$ cat src/rtl/iopb_pkg.sv
package iopb_pkg;
    localparam int PORT_W     = 16;
    localparam int ADDR_W     = 32;
    localparam int WORD_W     = 16;
    localparam int BIT_SEL_W  = 3;
    localparam int MASK_W     = 4;
    localparam int OFS_W      = ((PORT_W - BIT_SEL_W) > WORD_W ? (PORT_W - BIT_SEL_W) : WORD_W) + 1;
    localparam logic [3:0] TASK_TYPE_AVAIL32 = 4'h9;
    localparam logic [ADDR_W-1:0] MIN_TASK_LIMIT = ADDR_W'(103);
    localparam logic [ADDR_W-1:0] MAP_PTR_OFS    = ADDR_W'(16'h0066);

    typedef enum logic [1:0] {
        ST_IDLE   = 2'd0,
        ST_RD_PTR = 2'd1,
        ST_RD_MAP = 2'd2,
        ST_FIN    = 2'd3
    } chk_state_t;

    typedef enum logic [1:0] {
        SZ_BYTE  = 2'd0,
        SZ_WORD  = 2'd1,
        SZ_DWORD = 2'd2,
        SZ_DWALT = 2'd3
    } acc_size_t;

    typedef struct packed {
        logic [PORT_W-1:0] port;
        acc_size_t         size;
    } chk_req_t;

    function automatic logic [MASK_W-1:0] size_mask(acc_size_t sz);
        case (sz)
            SZ_BYTE: size_mask = 4'b0001;
            SZ_WORD: size_mask = 4'b0011;
            default: size_mask = 4'b1111;
        endcase
    endfunction
endpackage

$ cat src/rtl/iopb_desc_check.sv
module iopb_desc_check
    import iopb_pkg::*;
(
    input  logic              present,
    input  logic [3:0]        seg_type,
    input  logic [ADDR_W-1:0] limit,
    output logic              ok
);
    always_comb begin
        ok = present && (seg_type == TASK_TYPE_AVAIL32) && (limit >= MIN_TASK_LIMIT);
    end
endmodule

$ cat config.mk
export PLATFORM = sky130hd
export DESIGN_NAME = iopb_desc_check
export DESIGN_NICKNAME = d
export VERILOG_FILES = /design/src/rtl/iopb_pkg.sv /design/src/rtl/iopb_desc_check.sv
export SDC_FILE = /design/constraint.sdc
export NUM_CORES = 1
export LEC_CHECK = 0
export ABC_AREA = 1
export CORE_AREA = 4 4 41 43
export DETAILED_ROUTE_END_ITERATION = 8
export DIE_AREA = 0 0 45 47
export DONT_BUFFER_PORTS = 1
export PLACE_DENSITY = 0.3
export SYNTH_ARGS = -nofsm -noshare
export SYNTH_HDL_FRONTEND = slang
export SYNTH_SLANG_ARGS = --single-unit
export TNS_END_PERCENT = 100
$ cat constraint.sdc
create_clock -name vclk -period 1.01
set_clock_uncertainty 0.1 [all_clocks]
set_input_delay 0.202 -clock vclk [all_inputs]
set_output_delay 0.202 -clock vclk [all_outputs]
set_load 0.05 [all_outputs]
==> results of run 1 <==
[layer usage]
layer | wire length [microns] | GRT usage (%)
met5 | 0 | 0
met4 | 0 | 0
met3 | 117 | 0
met2 | 243 | 7.34
met1 | 125 | 4.04
[cell usage in the layout (no fill, tap or decap)]
master,synthesis,routed
buf_12,0,1
nor2_4,0,3
nand3_1,3,3
nor2_1,18,12
nand2_1,12,10
nand2_4,0,1
nand2_2,0,1
nor3b_1,1,1
nor2_2,1,4
inv_1,4,2
or2_0,1,1
inv_8,0,2
[where the power goes]
group	switching (mW)	total (mW)	internal, mW
clock network	0	0	0
logic	0.0197	0.0455	0.0258
registers	0	0	0
total	0.0197	0.0455	0.0258
[timing repair]
item                                    CTS  global route
endpoints found under the setup margin    1             1
gates resized for setup                   0             5
cloned                                    0             0
pin swaps                                 4             5
[cells by family after synthesis]
kind of cell	count (synthesis)	synth area share (%)
AND/OR/NAND/NOR	36	90.8
buffers and inverters	4	9.23
[worst max path at each step]
stage	start	end	slack [ns]	cells after the start
after global placement	limit[23]	ok	-0.21	6
after floorplan	limit[4]	ok	-0.09	7
after detailed placement	limit[23]	ok	-0.22	6
after CTS	limit[23]	ok	-0.22	6
final	limit[23]	ok	-0.19	6
after global routing	limit[24]	ok	-0.25	7
[area by class of cell]
cell class / count / area [sq um] / area share [%]
timing repair buffer: 1 / 20.0 / 7.80
inverter: 4 / 30.0 / 11.7
multi-input combinational: 36 / 188 / 73.2
tap: 15 / 18.8 / 7.32
[worst max-delay path, cell delays in order]
cell and delay, ns:
or2_0 0.20, nor2_1 0.10, nand2_1 0.07, nor2_2 0.12
nor2_4 0.05, buf_12 0.14
[per-stage QoR]
step / cells / hold slack (ns)
4_1_cts: 56 / 0.607
6_report: 56 / 0.601
5_1_grt: 56 / 0.622
3_3_place_gp: 56 / 0.598
2_1_floorplan: 40 / 0.495
3_5_place_dp: 56 / 0.594
==> out/results.ini, run 1 <==
[drt]
drt_first_iter_violations = 0
wirelength_microns = 486
ant_nets = 0
dr.pass1.iters = 1
via_per_inst = 4.25
drt_drc_violations_left = 0
wire_per_inst_microns = 8.68
via_count = 238

[global_routing]
grt_pass1_vias = 190
grt.overflow.total = 0
grt_antenna_before_repair = 0
grt_pass1_wl_microns = 593
track_usage_pct = 3.46
grt_max_degree = 3

[critical_path]
cp_max_fo = 1
cp-end-kind = output port
required_ns = 0.71
path_class = in2out
startpoint_type = primary input
crit_arrival_ns = 0.90

[sta]
fin_crit_ns = 1.20
finalSetupViolations = 1
tightest_slew_ns = 0.149
fmax_ghz = 0.834
tns_ns = -0.189
post-route-period-util_pct = 119
fin_ws_ns = -0.189
maxSlewViolCount = 0
hold_viol = 0
rsz0062_at_grt = true
slew_headroom_pct = 90.1

[pwr]
power_mw = 0.0455
peakVddDrop_v = 0.0000399
total_leakage_power_nw = 0.0895
p_per_area_nw_per_um2 = 177

[cells_and_area]
nets = 80
design.seq.count = 0
drive_gt1_share_pct = 29.3
regArea_sq_um = 0
finish.utilization_pct = 19.7
fin_area_sq_um = 256
antenna_cells = 0
num-clock-buffers = 0
num-fill-cells = 155
area_growth_pct = 57.7

[placement]
place.gp.congestion = 0.571
place_area_sq_um = 239
dp_hpwl_microns = 475
place_ws_ns = -0.217
io_buffers = 0

[synthesis]
yosysWarningCount = 0
synth_area_sq_um = 163
avgSynthCellArea_sq_um = 4.07
synth_top_area_share_pct = 41.5
ys_seq_area_share_pct = 0
synth_common_cells = nor2_1, nand2_1, inv_1
synthCells = 40
synth.area.top_cells = nor2_1, nand2_1, nand3_1
syn_nets = 77
synth.distinct_cells = 7
yosys.area.top_type = nor2_1
yosysMostFrequentCell = nor2_1

[min_path]
hold_path.class = in2out
hold_depth = 3
hp-start = present
holdPathEnd = ok

[floorplan]
dieHeight_microns = 47
core_area_sq_um = 1300
dieArea_sq_um = 2120
start_util_pct = 12.5
pin_count = 38
die_w_microns = 45
placementRows = 13

[clock_network]
cts_setup_buffers = 0
cts_hold_buf = 0

[outcome]
violations = negative setup slack
status = finished, violations left

[flow_run]
maxCapViolCount = 0

Power figures use the tool's default switching activity.
==> inputs of run 2 (changes only) <==
--- a/config.mk
+++ b/config.mk
@@ -6,11 +6,11 @@
 export NUM_CORES = 1
 export LEC_CHECK = 0
 export ABC_AREA = 1
+export BUFFER_PORTS_ARGS = -buffer_cell sky130_fd_sc_hd__buf_2
 export CORE_AREA = 4 4 41 43
 export DETAILED_ROUTE_END_ITERATION = 8
 export DIE_AREA = 0 0 45 47
-export DONT_BUFFER_PORTS = 1
-export PLACE_DENSITY = 0.3
+export PLACE_DENSITY = 0.47
 export SYNTH_ARGS = -nofsm -noshare
 export SYNTH_HDL_FRONTEND = slang
 export SYNTH_SLANG_ARGS = --single-unit
==> run 2 against run 1 <==
Clock-buffer cell count did not move. The flow still finishes with violations (negative setup slack). Core utilization rose by 16 points. Power rose to 2.9 times the previous value. Cell area rose by 81%. Critical path depth rose by 2. Cell count rose by 66%. Critical path type unchanged. Combinational power rose to 2.9 times the previous value. Sequential cell count did not move. Sequential share of layout area did not move. First-iteration DRC count did not move. Non-clock buffer count rose by 37. Routed wire length rose by 50%.
==> out/results.ini, run 2 (synthesized netlist as in run 1, its figures left out) <==
[global_routing]
grt_antenna_before_repair = 0
grt_pass1_wl_microns = 1030
track_usage_pct = 5.98
grt.overflow.total = 0
grt_pass1_vias = 292
grt_max_degree = 3

[cells_and_area]
area_growth_pct = 186
instances_no_fill = 93
fin_area_sq_um = 465
final_common_cell = buf_2
num-clock-buffers = 0
regArea_sq_um = 0
nets = 117
drive_gt1_share_pct = 65.4
num-fill-cells = 166
antenna_cells = 0
finish.utilization_pct = 35.8
multiInputGateArea_sq_um = 183
design.seq.count = 0
layout_common_cells = buf_2, nor2_1, nand2_1

[drt]
wirelength_microns = 727
wire_per_inst_microns = 7.82
via_per_inst = 3.80
drt_drc_violations_left = 0
dr.pass1.iters = 1
via_count = 353
ant_nets = 0
drt_first_iter_violations = 0

[sta]
rsz0062_at_grt = true
tightest_slew_ns = 0.155
post-route-period-util_pct = 129
slew_headroom_pct = 89.7
fmax_ghz = 0.770
fin_ws_ns = -0.289
maxSlewViolCount = 0
finalSetupViolations = 1
hold_viol = 0
fin_crit_ns = 1.30

[critical_path]
crit_arrival_ns = 1.00
cp-end-kind = output port
required_ns = 0.71
startpoint_type = primary input
path_class = in2out
cp_max_fo = 2

[placement]
place_ws_ns = -0.392
io_buffers = 38
place.gp.congestion = 0.610
place_area_sq_um = 409
numPlacedInstances = 93

[floorplan]
pin_count = 38
die_w_microns = 45
start_util_pct = 12.5
placementRows = 13
dieArea_sq_um = 2120
core_area_sq_um = 1300
dieHeight_microns = 47

[pwr]
power_mw = 0.134
total_leakage_power_nw = 0.246
peakVddDrop_v = 0.0000983
p_per_area_nw_per_um2 = 287

[outcome]
status = finished, violations left
violations = negative setup slack

[flow_run]
maxCapViolCount = 0

[min_path]
hold_path.class = in2out

[run 2: changes by cell type in the layout (fill, tap and decap cells not counted), sizes merged]
| cell | delta |
|---|---|
| buf | +37 |
[run 2: power by group]
group	total, mW	switching, mW	internal (mW)
logic	0.134	0.0486	0.0849
registers	0	0	0
clock network	0	0	0
[run 2: worst paths after layout]
kind | startpoint | cells past startpoint | slack [ns] | endpoint
worst max-delay path | limit[7] | 8 | -0.29 | ok
worst min-delay path | present | 4 | 0.70 | ok
[run 2: critical path, cell delays in order]
cell,delay (ns)
buf_6,0.11
nor2_2,0.09
nand2_1,0.05
nor2_1,0.10
nand3_1,0.09
nor2_2,0.16
nor2_4,0.05
buf_6,0.14
[run 2: cell type report]
class / instances / area share [%]
timing repair buffer: 38 / 50.3
multi-input combinational: 36 / 39.2
inverter: 4 / 6.45
tap: 15 / 4.03
[run 2: per-layer routing]
metal | vias up | global-route usage [%] | share of wire [%] | wire [microns]
met3 | 0 | 0 | 17 | 120
met4 | 0 | 0 | 0 | 0
met2 | 23 | 10.7 | 50 | 362
li1 | 196 | - | - | -
met5 | - | 0 | 0 | 0
met1 | 134 | 8.54 | 34 | 244
[run 2: timing repair]
| item | 4_1_cts | 5_1_grt |
|---|---|---|
| buffers inserted | 0 | 0 |
| hold buffers | 0 | 0 |
| endpoints found under the hold margin | 0 | 0 |
| endpoints found under the setup margin | 1 | 1 |
| pin swaps | 6 | 14 |
| gates resized for setup | 3 | 11 |
[run 2: through the flow]
step / setup TNS (ns) / hold slack [ns]
after CTS: -0.296 / 0.710
after floorplan: -0.0880 / 0.495
after global placement: -0.376 / 0.753
final: -0.289 / 0.698
after global routing: -0.378 / 0.717
after detailed placement: -0.392 / 0.746
==> inputs of run 3 (changes only) <==
--- a/config.mk
+++ b/config.mk
@@ -10,7 +10,6 @@
 export CORE_AREA = 4 4 41 43
 export DETAILED_ROUTE_END_ITERATION = 8
 export DIE_AREA = 0 0 45 47
-export PLACE_DENSITY = 0.47
 export SYNTH_ARGS = -nofsm -noshare
 export SYNTH_HDL_FRONTEND = slang
 export SYNTH_SLANG_ARGS = --single-unit
==> run 3 against run 2 <==
The flow still finishes with violations (negative setup slack). Sequential share of layout area stayed put. Cell area fell by 4.0%. Fmax is 0.41% higher. Combinational power shrank 9%. First-iteration DRC count is the same. Cell count did not move. Clock-buffer cell count stayed put.
==> out/results.ini, run 3 (synthesized netlist as in run 1, its figures left out) <==
[drt]
wl_met3_microns = 128
wl_met2_microns = 373
via_count = 354
m1WireLength_microns = 220
drt_first_iter_violations = 0
wirelength_microns = 722
via_per_inst = 3.81
top_layer_used = met3
dr.pass1.iters = 1
wire_per_inst_microns = 7.76
drt_drc_violations_left = 0
ant_nets = 0

[clock_network]
cts_setup_buffers = 0

[sta]
slew_headroom_pct = 89.6
tightest_slew_ns = 0.156
fin_ws_ns = -0.284
fin_crit_ns = 1.29
post-route-period-util_pct = 128
rsz0062_at_grt = true
hold_viol = 0
finalSetupViolations = 1
maxSlewViolCount = 0
fmax_ghz = 0.773

[critical_path]
required_ns = 0.71
crit_arrival_ns = 0.99
startpoint_type = primary input
crit_chain = buf_2, nor2_1, nand2_1, nor2_1, nand3_2, nor2_4, nor2_4, buf_6
worst-path-buf-inv = 2
worst_path_max_delay_cell = buf_6
path_delay_family = simple AND/OR/NAND/NOR gates
path_class = in2out
cpPeakStageDelay_ns = 0.14
cp-end-kind = output port
cp_max_fo = 2

[cells_and_area]
regArea_sq_um = 0
nets = 117
design.seq.count = 0
num-fill-cells = 157
drive_gt1_share_pct = 61.5
antenna_cells = 0
layout_common_cells = buf_2, nor2_1, nand2_1
area_growth_pct = 175
final_common_cell = buf_2
num-clock-buffers = 0

[placement]
place.gp.congestion = 0.592
place_ws_ns = -0.401
io_buffers = 38

[pwr]
swShare_pct = 37.9
power_mw = 0.122
switching_power_mw = 0.0462
pwr-share-comb_pct = 100.0
peakVddDrop_v = 0.0000891
p_seq_share_pct = 0
p_per_area_nw_per_um2 = 273
internal-power_mw = 0.0758
p_clk_share_pct = 0
total_leakage_power_nw = 0.238

[global_routing]
grt_pass1_wl_microns = 959
grt.overflow.total = 0
track_usage_pct = 5.74
grt_antenna_before_repair = 0
grt_pass1_vias = 277
grt_max_degree = 3

[flow_run]
maxCapViolCount = 0

[floorplan]
start_util_pct = 12.5
dieHeight_microns = 47
placementRows = 13
core_area_sq_um = 1300
die_w_microns = 45
dieArea_sq_um = 2120
pin_count = 38

[min_path]
hold_depth = 4
holdPathEnd = ok
hold_path.class = in2out
hp-start = present

[outcome]
status = finished, violations left
violations = negative setup slack

-- run 3: cell counts in the layout (fill, tap and decap cells not counted) --
Identical to the previous run, type by type.
-- run 3: layout make-up --
| class | instances | area [sq um] | share of cell area [%] |
|---|---|---|---|
| inverter | 4 | 30.0 | 6.72 |
| multi-input combinational | 36 | 183 | 40.9 |
| tap | 15 | 18.8 | 4.20 |
| timing repair buffer | 38 | 215 | 48.2 |
-- run 3: metrics by stage --
stage	std cells	util [%]	hold slack (ns)	cell area, sq um	setup TNS [ns]
finish	93	34.3	0.709	447	-0.284
global route	93	34.3	0.724	447	-0.352
CTS	93	33.4	0.718	434	-0.301
detailed placement	93	31.4	0.754	409	-0.401
global placement	93	31.4	0.744	409	-0.380
floorplan	40	-	0.495	200	-0.0880
-- run 3: what timing repair did --
action | CTS | global route
resized for setup | 5 | 3
endpoints found under the setup margin | 1 | 1
hold buffers | 0 | 0
pin swaps | 11 | 1
-- run 3: how the worst max path moves through the flow --
| stage | start | end | slack (ns) | cells past startpoint |
|---|---|---|---|---|
| floorplan | limit[4] | ok | -0.09 | 7 |
| CTS | limit[21] | ok | -0.30 | 7 |
| global route | limit[13] | ok | -0.35 | 8 |
| global placement | limit[7] | ok | -0.38 | 8 |
| detailed placement | limit[7] | ok | -0.40 | 8 |
| finish | limit[7] | ok | -0.28 | 8 |
-- run 3: metal layers --
layer	vias to the layer above	global-route usage [%]
met3	0	0.383
li1	196	-
met4	0	0
met5	-	0
met2	23	12.7
met1	135	6.07
-- run 3: power groups by stage --
stage	registers (mW)	logic [mW]	clock network, mW
2_1_floorplan	0	0.0364	0
3_3_place_gp	0	0.111	0
3_5_place_dp	0	0.114	0
4_1_cts	0	0.123	0
5_1_grt	0	0.135	0
6_report	0	0.122	0
